### config.mk
export PLATFORM = sky130hd
export DESIGN_NAME = serial_cfg_port
export DESIGN_NICKNAME = d
export VERILOG_FILES = /design/src/rtl/scfg_pkg.sv /design/src/rtl/scfg_sync.sv /design/src/rtl/scfg_shifter.sv /design/src/rtl/scfg_ctrl.sv /design/src/rtl/scfg_bank.sv /design/src/rtl/serial_cfg_port.sv
export SDC_FILE = /design/constraint.sdc
export NUM_CORES = 1
export LEC_CHECK = 0
export CELL_PAD_IN_SITES_DETAIL_PLACEMENT = 0
export CELL_PAD_IN_SITES_GLOBAL_PLACEMENT = 1
export CORE_ASPECT_RATIO = 1.1
export CORE_MARGIN = 3
export CORE_UTILIZATION = 35
export CTS_CLUSTER_SIZE = 10
export DETAILED_ROUTE_END_ITERATION = 8
export DONT_BUFFER_PORTS = 1
export PLACE_DENSITY_LB_ADDON = 0.08
export RECOVER_POWER = 25
export SETUP_SLACK_MARGIN = 0.02
export SLEW_MARGIN = 0
export SYNTH_ARGS = -nofsm -noshare
export SYNTH_HDL_FRONTEND = slang
export SYNTH_SLANG_ARGS = --single-unit
### constraint.sdc
create_clock -name clk -period 2.62 [get_ports clk]
set_input_delay 0.786 -clock clk [delete_from_list [all_inputs] [get_ports clk]]
set_output_delay 0.786 -clock clk [all_outputs]
set_load 0.02 [all_outputs]
### src/rtl/scfg_pkg.sv
package scfg_pkg;
    localparam int WORD_W_DEF = 24;
    localparam int ADDR_W_DEF = 3;

    typedef enum logic [1:0] {
        ST_SHIFT  = 2'd0,
        ST_COMMIT = 2'd1,
        ST_HOLD   = 2'd2
    } ld_state_e;
endpackage

### src/rtl/scfg_sync.sv
module scfg_sync #(
    parameter int N      = 3,
    parameter int STAGES = 2
) (
    input  logic         clk,
    input  logic         rst_n,
    input  logic [N-1:0] d_in,
    output logic [N-1:0] q_out
);
    for (genvar b = 0; b < N; b++) begin : g_bit
        logic [STAGES-1:0] chain;
        always_ff @(posedge clk or negedge rst_n) begin
            if (!rst_n) chain <= '0;
            else        chain <= {chain[STAGES-2:0], d_in[b]};
        end
        assign q_out[b] = chain[STAGES-1];
    end
endmodule

### src/rtl/scfg_shifter.sv
module scfg_shifter #(
    parameter int WORD_W = 24
) (
    input  logic              clk,
    input  logic              rst_n,
    input  logic              sclk_s,
    input  logic              data_s,
    input  logic              shift_ok,
    output logic [WORD_W-1:0] word
);
    logic sclk_prev;
    logic sclk_rise;

    assign sclk_rise = sclk_s & ~sclk_prev;

    always_ff @(posedge clk or negedge rst_n) begin
        if (!rst_n) begin
            sclk_prev <= 1'b0;
            word      <= '0;
        end else begin
            sclk_prev <= sclk_s;
            if (sclk_rise && shift_ok)
                word <= {word[WORD_W-2:0], data_s};
        end
    end
endmodule

### src/rtl/scfg_ctrl.sv
module scfg_ctrl
    import scfg_pkg::*;
(
    input  logic clk,
    input  logic rst_n,
    input  logic le_s,
    output logic shift_ok,
    output logic commit
);
    ld_state_e state, state_nx;

    always_ff @(posedge clk or negedge rst_n) begin
        if (!rst_n) state <= ST_HOLD;
        else        state <= state_nx;
    end

    always_comb begin
        state_nx = state;
        unique case (state)
            ST_SHIFT:  if (le_s)  state_nx = ST_COMMIT;
            ST_COMMIT: state_nx = le_s ? ST_HOLD : ST_SHIFT;
            ST_HOLD:   if (!le_s) state_nx = ST_SHIFT;
            default:   state_nx = ST_HOLD;
        endcase
    end

    always_comb begin
        shift_ok = 1'b0;
        commit   = 1'b0;
        unique case (state)
            ST_SHIFT:  shift_ok = ~le_s;
            ST_COMMIT: commit   = 1'b1;
            ST_HOLD:   ;
            default:   ;
        endcase
    end
endmodule

### src/rtl/scfg_bank.sv
module scfg_bank #(
    parameter int ADDR_W    = 3,
    parameter int PAYLOAD_W = 21,
    localparam int NUM_REGS = 1 << ADDR_W
) (
    input  logic                          clk,
    input  logic                          rst_n,
    input  logic                          commit,
    input  logic [ADDR_W-1:0]             addr,
    input  logic [PAYLOAD_W-1:0]          payload,
    output logic [NUM_REGS*PAYLOAD_W-1:0] regs_flat,
    output logic [NUM_REGS-1:0]           strobe
);
    for (genvar i = 0; i < NUM_REGS; i++) begin : g_reg
        logic hit;
        logic [PAYLOAD_W-1:0] value;

        assign hit = commit && (addr == ADDR_W'(i));

        always_ff @(posedge clk or negedge rst_n) begin
            if (!rst_n) begin
                value     <= '0;
                strobe[i] <= 1'b0;
            end else begin
                strobe[i] <= hit;
                if (hit) value <= payload;
            end
        end

        assign regs_flat[i*PAYLOAD_W +: PAYLOAD_W] = value;
    end
endmodule

### src/rtl/serial_cfg_port.sv
module serial_cfg_port #(
    parameter int WORD_W = scfg_pkg::WORD_W_DEF,
    parameter int ADDR_W = scfg_pkg::ADDR_W_DEF,
    localparam int PAYLOAD_W = WORD_W - ADDR_W,
    localparam int NUM_REGS  = 1 << ADDR_W
) (
    input  logic                          clk,
    input  logic                          rst_n,
    input  logic                          ser_clk,
    input  logic                          ser_data,
    input  logic                          ser_le,
    output logic [NUM_REGS*PAYLOAD_W-1:0] cfg_regs,
    output logic [NUM_REGS-1:0]           upd_strobe
);
    logic              sclk_s, data_s, le_s;
    logic              shift_ok, commit;
    logic [WORD_W-1:0] word;

    scfg_sync #(.N(3), .STAGES(2)) u_sync (
        .clk   (clk),
        .rst_n (rst_n),
        .d_in  ({ser_clk, ser_data, ser_le}),
        .q_out ({sclk_s, data_s, le_s})
    );

    scfg_shifter #(.WORD_W(WORD_W)) u_shift (
        .clk      (clk),
        .rst_n    (rst_n),
        .sclk_s   (sclk_s),
        .data_s   (data_s),
        .shift_ok (shift_ok),
        .word     (word)
    );

    scfg_ctrl u_ctrl (
        .clk      (clk),
        .rst_n    (rst_n),
        .le_s     (le_s),
        .shift_ok (shift_ok),
        .commit   (commit)
    );

    scfg_bank #(.ADDR_W(ADDR_W), .PAYLOAD_W(PAYLOAD_W)) u_bank (
        .clk       (clk),
        .rst_n     (rst_n),
        .commit    (commit),
        .addr      (word[ADDR_W-1:0]),
        .payload   (word[WORD_W-1:ADDR_W]),
        .regs_flat (cfg_regs),
        .strobe    (upd_strobe)
    );
endmodule

# Word-level counts from Yosys, hierarchy flattened
# Cells that the tools add are included.
# totals
word_cells	54
regBits	209
input_bits	5
output_inout_bits	176
# classes
n_bitwise	3
reduce_logical	12
mux	6
n_eq_ne	11
# ops
op	n
equality test 3 bit, second input constant	4
logical AND 1 bit	9
equality test 3 x 2 -> 1 bit, second input constant	2
two-way mux 2 bit	3
case mux 2 bit (3 select lines)	1
inequality test 2 bit, second input constant	2
equality test 3 x 1 -> 1 bit, second input constant	1
zero test 3 bit	1
equality test 2 x 1 -> 1 bit, second input constant	1
equality test 2 bit, second input constant	1
zero test 2 bit	1
two-way mux 1 bit	2
inverter 1 bit	2
AND reduction 2 bit	1
AND 1 bit	1

# Logic depth before layout (Yosys ltp)
# Gate-level depths: netlist of run 1.
# depth
depth_word	3
ltp_mapped	5
depth_no_buf	3

# By module
# Synthesis of run 1 repeated with hierarchy kept, for this count alone.
# unflattened
hier_cells	439
area_unflattened_um2	7813.7
# modules_own_cells
module	n_inst	cells_each	area_per_inst_um2
scfg_bank	1	372	6546.3
scfg_shifter	1	52	1013.5
scfg_sync	1	9	172.7
scfg_ctrl	1	6	81.3

# Worst setup path before layout of run 1
# OpenSTA, ideal clock, no wires.
# synth_timing
path_kind	flip-flop to flip-flop
start	register u_ctrl.state[1]
end	register u_bank.g_reg[4].value[10]
setup_time_ns	0.125
path_slack_ns	0.784
path_stages_with_launch	6
t_arrival_ns	1.711
required_ns	2.495
path_buffers	2
path_cell_list	dfstp_2 or3b_1 or3b_1 buf_6 buf_12 mux2_4
# synth_between
elab_chain_len	3
# synth_rtl
item	line	text
start: declaration	scfg_ctrl.sv:10	ld_state_e state, state_nx;
start signal: assignment	scfg_ctrl.sv:14	else state <= state_nx;
equality test 2 x 1 -> 1 bit	scfg_ctrl.sv:30	unique case (state)
two-way mux 1 bit	scfg_ctrl.sv:30	
logical AND 1 bit	scfg_bank.sv:18	assign hit = commit && (addr == ADDR_W'(i));
end signal: assignment	scfg_bank.sv:26	if (hit) value <= payload;
end: declaration	scfg_bank.sv:16	logic [PAYLOAD_W-1:0] value;
# No other way between the ends.
# A chain may end at the register's enable or synchronous reset.

# Final worst setup path of run 1
# layout_timing
start	register u_ctrl.state[0]
end	register u_bank.g_reg[2].value[13]
# layout_between
elab_chain_len	3
# layout_rtl
item	line
equality test 2 x 1 -> 1 bit	scfg_ctrl.sv:30
two-way mux 1 bit	scfg_ctrl.sv:30
logical AND 1 bit	scfg_bank.sv:18
end signal: assignment	scfg_bank.sv:26
end: declaration	scfg_bank.sv:16
# No other way between the ends.

==> results.sh, run 1 <==
export IMPL_status="finished with violations"
export IMPL_violations="negative hold slack"
export IMPL_end_kind="flip-flop"
export IMPL_grt_pass1_vias=4039
export IMPL_min_period_ns=2.289
export IMPL_insertion_delay_ns=0.49
export IMPL_final_common_cell="dfrtp_1"
export IMPL_finalSetupTns_ns=0
export IMPL_final_cell_mix="dfrtp_1 (208), mux2_2 (154), mux2_4 (38)"
export IMPL_maxUsedRoutingLayer="met4"
export IMPL_synth_top_cell_by_area="dfrtp_1"
export IMPL_wl_per_cell_um=23.43
export IMPL_fill_cells=2047
export IMPL_clk_pin_slew_worst_paths_ns=0.05
export IMPL_nNetsFinal=462
export IMPL_yosysTopAreaCellShare=0.6592
export IMPL_rsz0062_at_grt="no"
export IMPL_track_usage=0.1442
export IMPL_row_count=57
export IMPL_design_area_mm2=0.008851
export IMPL_finalSetupViolations=0
export IMPL_dr_wl_met3_mm=1.872
export IMPL_max_clock_freq_mhz=436.9
export IMPL_p_leak_uw=0.004536
export IMPL_dr_pass1_iters=4
export IMPL_drt_met1_wl_mm=7.250
export IMPL_grt_max_degree=210
export IMPL_critPathMaxStageDelay_ns=0.87
export IMPL_cts_setup_buffers=0
export IMPL_start_kind="flip-flop"
export IMPL_dieArea_mm2=0.02440
export IMPL_antenna_cells=0
export IMPL_seq_area_frac_synth=0.6625
export IMPL_synth_fp_nets=468
export IMPL_synthDistinctLibCells=19
export IMPL_gr_total_overflow=0
export IMPL_portBuffers=0
export IMPL_syn2layout_area_growth_pct=12.09
export IMPL_start_util=0.3572
export IMPL_post_dp_cell_area_mm2=0.008149
export IMPL_slew_viol_final=0
export IMPL_final_cells=762
export IMPL_max_cap_viol_count=0
export IMPL_utilization=0.4003
export IMPL_required_ns=3.00
export IMPL_clock_sinks=209
export IMPL_critPathBufInv=0
export IMPL_drt_wl_total_mm=17.85
export IMPL_ir_drop_uv=406.1
export IMPL_avgSynthCellArea_um2=17.05
export IMPL_worstMarginPinSlew_ns=1.009
export IMPL_synth_top_cells_by_area="dfrtp_1 (66%), mux2_2 (22%), mux2_4 (7.2%)"
export IMPL_hold_path_class="in -> async"
export IMPL_crit_type="reg -> reg"
export IMPL_via_count=3769
export IMPL_power_density_mw_per_mm2=805.4
export IMPL_ctsResizeCount=0
export IMPL_relSlewSlack=0.3272
export IMPL_grt_pass1_wl_mm=26.96
export IMPL_core_area_mm2=0.02211
export IMPL_viasPerCell=4.946
export IMPL_syn_area_mm2=0.007896
export IMPL_antenna_found_initial=0
export IMPL_die_h_um=163.5
export IMPL_cts_root_buf="clkbuf_16"
export IMPL_dp_cells=725
export IMPL_critPathArrivalTime_ns=2.67
export IMPL_hold_slack_ns=-0.01649
export IMPL_ant_nets=0
export IMPL_final_seq_area_mm2=0.005231
export IMPL_drive_above_1_share=0.5118
export IMPL_multiInputGateArea_mm2=0.002434
export IMPL_fin_crit_sh=0.8736
export IMPL_gp_congestion=0.6467
export IMPL_met2_length_mm=8.355
export IMPL_ys_ff_latch=209
export IMPL_netlist_instances=463
export IMPL_drc_errors=0
export IMPL_cp_cell_sequence="or3b_1 -> or3b_2 -> mux2_4"
export IMPL_fp_dieW_um=149.2
export IMPL_slowest_stage="or3b_2"
export IMPL_hold_violations=5
export IMPL_drt_iter0_drc=155
export IMPL_cp_top_family="simple AND/OR/NAND/NOR gates"
export IMPL_ys_warn_count=0
export IMPL_dp_hpwl_mm=11.01
export IMPL_cts_tree="built"
export IMPL_io_pins=181
export IMPL_crit_fanout=22
export IMPL_fin_skew_ns=0.006299
export IMPL_clk_path_buf_depth=3
export IMPL_htree_levels=1
export IMPL_cts_buffers=25
-- through the flow --
step	power [uW]	setup slack (ns)	hold WS, ns
after floorplan	4028	0.7840	0.3312
after detailed placement	4191	0.3001	0.3426
after global placement	4180	0.3285	0.3469
final	7128	0.3313	-0.01649
after CTS	7266	0.3017	-0.04072
after global routing	7435	0.2235	-0.04287
-- registers in the layout, indices dropped and copies added (netlist names) --
register and flops:
u_ctrl.state 2, u_shift.sclk_prev 1, u_shift.word 24, u_bank.strobe 8, u_sync.g_bit.chain 6, u_bank.g.value 168
-- layout make-up --
cell class | count | area share
Tap cell | 295 | 0.04170
Timing Repair Buffer | 10 | 0.01131
Inverter | 4 | 0.001696
Multi-Input combinational cell | 207 | 0.2750
Clock inverter | 1 | 0.0005655
Clock buffer | 36 | 0.07874
Sequential cell | 209 | 0.5910
-- path summary, 6_finish.rpt --
| check | from | endpoint | slack [ns] | cells after the start |
|---|---|---|---|---|
| setup / recovery | u_ctrl.state[0]$_DFFE_PN0P_ | u_bank.g_reg[2].value[13]$_DFFE_PN0P_ | 0.33 | 3 |
| hold / removal | rst_n | u_bank.g_reg[0].value[18]$_DFFE_PN0P_ | -0.02 | 0 |
| setup reg to reg | u_ctrl.state[0]$_DFFE_PN0P_ | u_bank.g_reg[2].value[13]$_DFFE_PN0P_ | 0.33 | 3 |
| hold reg to reg | u_sync.g_bit[0].chain[0]$_DFF_PN0_ | u_sync.g_bit[0].chain[1]$_DFF_PN0_ | 0.35 | 0 |
| max in group asynchronous | rst_n | u_bank.g_reg[4].value[6]$_DFFE_PN0P_ | 2.23 | 0 |
| min in group clk | ser_data | u_sync.g_bit[1].chain[0]$_DFF_PN0_ | 0.32 | 0 |
-- routing by layer --
layer / GRT usage / up-vias
li1: - / 1574
met1: 0.1835 / 2010
met2: 0.2284 / 156
met3: 0.05993 / 29
met4: 0.03870 / 0
met5: 0 / -
-- cell families (layout without fill, tap and decap cells) --
| logic type | Yosys count | in the layout | synth area share |
|---|---|---|---|
| buffers and inverters | 47 | 51 | 0.03264 |
| adder cells (fa/ha/maj) | 1 | 1 | 0.001268 |
| AND/OR/NAND/NOR | 14 | 14 | 0.01173 |
| multiplexers | 192 | 192 | 0.2919 |
| flip-flops | 209 | 209 | 0.6625 |
-- cells in the mapped netlist --
library cell,number
buf_2,9
maj3_1,1
nor2_1,2
inv_1,4
nand2_1,1
and2_1,1
clkbuf_1,5
nor4_1,1
nor3b_1,3
mux2_2,154
buf_1,22
buf_12,2
nand3b_1,1
or3_1,2
buf_6,5
mux2_4,38
dfrtp_1,208
dfstp_2,1
or3b_1,3
-- where the power goes --
part / switching, uW / leakage [uW] / internal, uW / total (uW)
combinational: 198 / 0.00130 / 225 / 423
sequential: 305 / 0.00289 / 3390 / 3690
clock: 1210 / 0.000343 / 1810 / 3020
total: 1710 / 0.00454 / 5420 / 7130
Note: power is estimated with default switching activity, not from simulation.
==> run 2: changes to the inputs <==
Settings changed: CTS_CLUSTER_DIAMETER from default to 100, PLACE_DENSITY_LB_ADDON 0.08 to 0.2.
==> run 2 against run 1 <==
Effect of this change:
- the flow still finishes with violations (negative hold slack)
- clock skew grew 0.015 ns
- worst hold slack got worse by 0.013 ns
- critical path depth unchanged
- clock power is 4% lower
- total power decreased by 1.5%
- via count down 0.82%
- non-clock buffer count up 1
- global-route usage shrank 0.30 points
- core utilization fell by 0.16 points
- sequential power hardly changed
- combinational power about the same
- clock-buffer cell count decreased by 2
- critical path type unchanged
- largest power group unchanged
==> results.sh, run 2 (same netlist as run 1, synthesis figures left out) <==
export IMPL_combPwrFrac=0.061
export IMPL_rsz0062_at_grt="no"
export IMPL_gp_congestion=0.6929
export IMPL_required_ns=3.00
export IMPL_ant_nets=0
export IMPL_via_count=3738
export IMPL_fin_ws_ns=0.3346
export IMPL_wl_per_cell_um=23.25
export IMPL_max_cap_viol_count=0
export IMPL_viasPerCell=4.918
export IMPL_hold_path_class="in -> async"
export IMPL_dp_cells=726
export IMPL_finalSetupTns_ns=0
export IMPL_slew_viol_final=0
export IMPL_grt_pass1_vias=3958
export IMPL_regMostFlops="u_bank.g.value"
export IMPL_io_pins=181
export IMPL_insertion_delay_ns=0.51
export IMPL_fill_cells=2011
export IMPL_status="finished with violations"
export IMPL_final_cell_mix="dfrtp_1 (208), mux2_2 (154), mux2_4 (38)"
export IMPL_post_place_ws_ns=0.3505
export IMPL_drt_wl_total_mm=17.67
export IMPL_clock_sinks=209
export IMPL_cts_root_buf="clkbuf_16"
export IMPL_intPower_uw=5325
export IMPL_cp_top_family="simple AND/OR/NAND/NOR gates"
export IMPL_drc_errors=0
export IMPL_hold_violations=10
export IMPL_drt_iter0_drc=129
export IMPL_cts_tree="built"
export IMPL_start_kind="flip-flop"
export IMPL_grt_max_degree=210
export IMPL_critPathBufInv=0
export IMPL_dp_hpwl_mm=11.00
export IMPL_cp_cell_sequence="or3b_1 -> or3b_2 -> mux2_4"
export IMPL_largestRegisters="u_bank.g.value (168), u_shift.word (24), u_bank.strobe (8)"
export IMPL_finalSetupViolations=0
export IMPL_nNetsFinal=462
export IMPL_finalPower_uw=7022
export IMPL_switching_share=0.2417
export IMPL_cts_buffers=24
export IMPL_grt_pass1_wl_mm=26.54
export IMPL_final_common_cell="dfrtp_1"
export IMPL_drive_above_1_share=0.5054
export IMPL_antenna_cells=0
export IMPL_max_clock_freq_mhz=437.6
export IMPL_clk_path_buf_depth=3
export IMPL_dieArea_mm2=0.02440
export IMPL_die_h_um=163.5
export IMPL_hold_slack_ns=-0.02993
export IMPL_ir_drop_uv=414.3
export IMPL_final_cells=760
export IMPL_p_seq_frac=0.527
export IMPL_worstMarginPinSlew_ns=0.9522
export IMPL_gr_total_overflow=0
export IMPL_critPathArrivalTime_ns=2.66
export IMPL_p_leak_uw=0.004520
export IMPL_fp_dieW_um=149.2
export IMPL_ctsResizeCount=0
export IMPL_end_kind="flip-flop"
export IMPL_start_util=0.3572
export IMPL_relSlewSlack=0.3652
export IMPL_antenna_found_initial=0
export IMPL_violations="negative hold slack"
export IMPL_slowest_stage="or3b_2"
export IMPL_track_usage=0.1413
export IMPL_syn2layout_area_growth_pct=11.63
export IMPL_core_area_mm2=0.02211
export IMPL_crit_fanout=22
export IMPL_pwr_share_clk=0.412
export IMPL_fin_crit_sh=0.8723
export IMPL_row_count=57
export IMPL_dr_pass1_iters=4
export IMPL_portBuffers=0
export IMPL_switchingPower_uw=1697
export IMPL_critPathMaxStageDelay_ns=0.88
export IMPL_cts_setup_buffers=0
export IMPL_htree_levels=1
export IMPL_largest_reg_flops=168
export IMPL_clk_pin_slew_worst_paths_ns=0.06
export IMPL_crit_type="reg -> reg"
export IMPL_min_period_ns=2.285
export IMPL_fin_skew_ns=0.02095
export IMPL_power_density_mw_per_mm2=796.6
## run 2: cell count changes in the layout (fill, tap and decap cells not counted), sizes merged
| cell | before | now |
|---|---|---|
| clkinv | 1 | 0 |
| buf | 10 | 11 |
| clkbuf | 36 | 34 |
## run 2: layer usage
layer	part of all wire	global-route usage	vias to the layer above
met5	0	0	-
met4	0.017	0.03371	0
met3	0.11	0.06271	31
met2	0.47	0.2241	145
met1	0.40	0.1786	1983
li1	-	-	1579
## run 2: power groups by stage
stage / clock network [uW] / logic (uW) / registers (uW)
2_1_floorplan: 0 / 382 / 3650
3_3_place_gp: 0 / 430 / 3760
3_5_place_dp: 0 / 442 / 3760
4_1_cts: 3000 / 441 / 3710
5_1_grt: 3140 / 460 / 3730
6_report: 2890 / 426 / 3700
## run 2: path summary, 6_finish.rpt
check	cells past startpoint	slack, ns	endpoint	startpoint
worst max-delay path	3	0.33	u_bank.g_reg[4].value[9]$_DFFE_PN0P_	u_shift.word[0]$_DFFE_PN0P_
worst min-delay path	0	-0.03	u_bank.strobe[0]$_DFF_PN0_	rst_n
worst max register to register	3	0.33	u_bank.g_reg[4].value[9]$_DFFE_PN0P_	u_shift.word[0]$_DFFE_PN0P_
worst min register to register	0	0.35	u_sync.g_bit[1].chain[1]$_DFF_PN0_	u_sync.g_bit[1].chain[0]$_DFF_PN0_
max in group asynchronous	0	2.13	u_bank.g_reg[3].value[19]$_DFFE_PN0P_	rst_n
min in group clk	0	0.30	u_sync.g_bit[0].chain[0]$_DFF_PN0_	ser_le
## run 2: final cells by class
| type | count | area (um^2) | share of cell area |
|---|---|---|---|
| Sequential cell | 209 | 5231 | 0.5935 |
| Multi-Input combinational cell | 207 | 2432 | 0.2759 |
| Clock buffer | 34 | 659.4 | 0.07480 |
| Tap cell | 295 | 369.1 | 0.04187 |
| Timing Repair Buffer | 11 | 107.6 | 0.01221 |
| Inverter | 4 | 15.01 | 0.001703 |
## run 2: stage by stage
stage,instance area (um^2),util
final,8815,0.3987
after global routing,8815,0.3987
after CTS,8815,0.3987
after detailed placement,8155,0.3689
after global placement,8155,0.3689
after floorplan,7896,-
==> run 3: changes to the inputs <==
Settings changed: RECOVER_POWER 25 to 100.
==> run 3 against run 2 <==
Effect of this change:
- the flow still finishes with violations (negative hold slack)
- register-to-register slack gained 0.04 ns
- non-clock buffer count is the same
- clock skew shrank 0.0012 ns
- sequential power is essentially flat
- worst setup slack gained 0.039 ns
- clock-buffer cell count is the same
- fmax grew 1.7%
- largest power group unchanged
==> results.sh, run 3 (same netlist as run 1, synthesis figures left out) <==
export IMPL_power_density_mw_per_mm2=808.7
export IMPL_violations="negative hold slack"
export IMPL_p_leak_uw=0.004392
export IMPL_worstMarginPinSlew_ns=1.004
export IMPL_crit_cells=4
export IMPL_end_kind="flip-flop"
export IMPL_io_pins=181
export IMPL_r2r_start="u_ctrl.state[1]$_DFFE_PN1P_"
export IMPL_insertion_delay_ns=0.51
export IMPL_cts_tree="built"
export IMPL_relSlewSlack=0.3309
export IMPL_largest_reg_flops=168
export IMPL_gr_total_overflow=0
export IMPL_hold_violations=36
export IMPL_dp_hpwl_mm=11.00
export IMPL_rr_worst_depth=4
export IMPL_core_area_mm2=0.02211
export IMPL_drive_above_1_share=0.4022
export IMPL_dr_pass1_iters=4
export IMPL_grt_pass1_wl_mm=26.54
export IMPL_start_kind="flip-flop"
export IMPL_largestRegisters="u_bank.g.value (168), u_shift.word (24), u_bank.strobe (8)"
export IMPL_viasPerCell=4.930
export IMPL_final_cell_mix="dfrtp_1 (208), mux2_2 (154), mux2_1 (38)"
export IMPL_antenna_cells=0
export IMPL_fin_ws_ns=0.3737
export IMPL_fill_cells=2073
export IMPL_clock_sinks=209
export IMPL_clk_path_buf_depth=3
export IMPL_nNetsFinal=462
export IMPL_required_ns=2.99
export IMPL_fin_skew_ns=0.01972
export IMPL_hold_path_class="in -> async"
export IMPL_fp_dieW_um=149.2
export IMPL_max_clock_freq_mhz=445.2
export IMPL_min_period_ns=2.246
export IMPL_via_count=3747
export IMPL_clk_pin_slew_worst_paths_ns=0.06
export IMPL_portBuffers=0
export IMPL_cp_cell_sequence="nand3b_1 -> nor3b_1 -> clkbuf_1 -> mux2_2"
export IMPL_cp_top_family="buffers and inverters"
export IMPL_startpoint="u_ctrl.state[1]$_DFFE_PN1P_"
export IMPL_ant_nets=0
export IMPL_ir_drop_uv=400.0
export IMPL_cts_root_buf="clkbuf_16"
export IMPL_critPathMaxStageDelay_ns=0.76
export IMPL_htree_levels=1
export IMPL_final_common_cell="dfrtp_1"
export IMPL_post_place_ws_ns=0.3505
export IMPL_die_h_um=163.5
export IMPL_grt_max_degree=210
export IMPL_drt_wl_total_mm=17.61
export IMPL_status="finished with violations"
export IMPL_row_count=57
export IMPL_finalPower_uw=6977
export IMPL_drt_iter0_drc=111
export IMPL_slowest_stage="clkbuf_1"
export IMPL_hold_slack_ns=-0.02815
export IMPL_syn2layout_area_growth_pct=9.254
export IMPL_antenna_found_initial=0
export IMPL_cts_buffers=24
export IMPL_finalSetupViolations=0
export IMPL_rsz0062_at_grt="no"
export IMPL_gp_congestion=0.6929
export IMPL_slew_viol_final=0
export IMPL_drc_errors=0
export IMPL_grt_pass1_vias=3958
export IMPL_crit_fanout=12
export IMPL_track_usage=0.1413
export IMPL_fin_crit_sh=0.8574
export IMPL_finalSetupTns_ns=0
export IMPL_crit_type="reg -> reg"
export IMPL_wl_per_cell_um=23.17
export IMPL_critPathArrivalTime_ns=2.62
export IMPL_start_util=0.3572
export IMPL_regMostFlops="u_bank.g.value"
export IMPL_dieArea_mm2=0.02440
export IMPL_max_cap_viol_count=0
export IMPL_critPathBufInv=1
run 3: cell count changes in the layout (fill, tap and decap cells not counted), moves of 2 or more:
cell,delta
nor3b_1,+2
buf_4,-8
nor3b_2,-2
mux2_1,+38
clkbuf_2,+2
clkbuf_1,+6
mux2_4,-38
run 3: through the flow:
step,hold slack [ns],std cells,area [um^2],util
2_1_floorplan,0.3312,463,7896,-
3_3_place_gp,0.3413,726,8155,0.3689
3_5_place_dp,0.3402,726,8155,0.3689
4_1_cts,-0.04718,760,8815,0.3987
5_1_grt,-0.06071,760,8627,0.3902
6_report,-0.02815,760,8627,0.3902
run 3: per-layer routing:
metal,track usage,share of wire,vias to the layer above
li1,-,-,1579
met1,0.1786,0.40,1986
met2,0.2241,0.47,149
met3,0.06271,0.11,33
met4,0.03371,0.017,0
met5,0,0,-
run 3: path summary, 6_finish.rpt:
| check | end | slack (ns) |
|---|---|---|
| max | u_bank.g_reg[3].value[6]$_DFFE_PN0P_ | 0.37 |
| min in group clk | u_sync.g_bit[0].chain[0]$_DFF_PN0_ | 0.30 |
| min | u_bank.strobe[0]$_DFF_PN0_ | -0.03 |
| max reg2reg | u_bank.g_reg[3].value[6]$_DFFE_PN0P_ | 0.37 |
| max in group asynchronous | u_ctrl.state[1]$_DFFE_PN1P_ | 2.19 |
| min reg2reg | u_sync.g_bit[1].chain[1]$_DFF_PN0_ | 0.35 |
run 3: where the power goes:
group,switching (uW),internal [uW],total (uW),leakage [uW]
Sequential,314,3380,3700,0.00289
Clock,1180,1710,2890,0.000319
Combinational,186,199,385,0.00118
run 3: final cells by class:
type / count / area [um^2] / share of cell area
Tap cell: 295 / 369.1 / 0.04278
Sequential cell: 209 / 5231 / 0.6064
Timing Repair Buffer: 11 / 80.08 / 0.009282
Multi-Input combinational cell: 207 / 2272 / 0.2634
Inverter: 4 / 15.01 / 0.001740
Clock buffer: 34 / 659.4 / 0.07643
run 3: repair_timing:
item	CTS	global route
buffers inserted	0	0
setup endpoints to repair	0	0
hold endpoints to repair	208	208
resized for setup	0	0
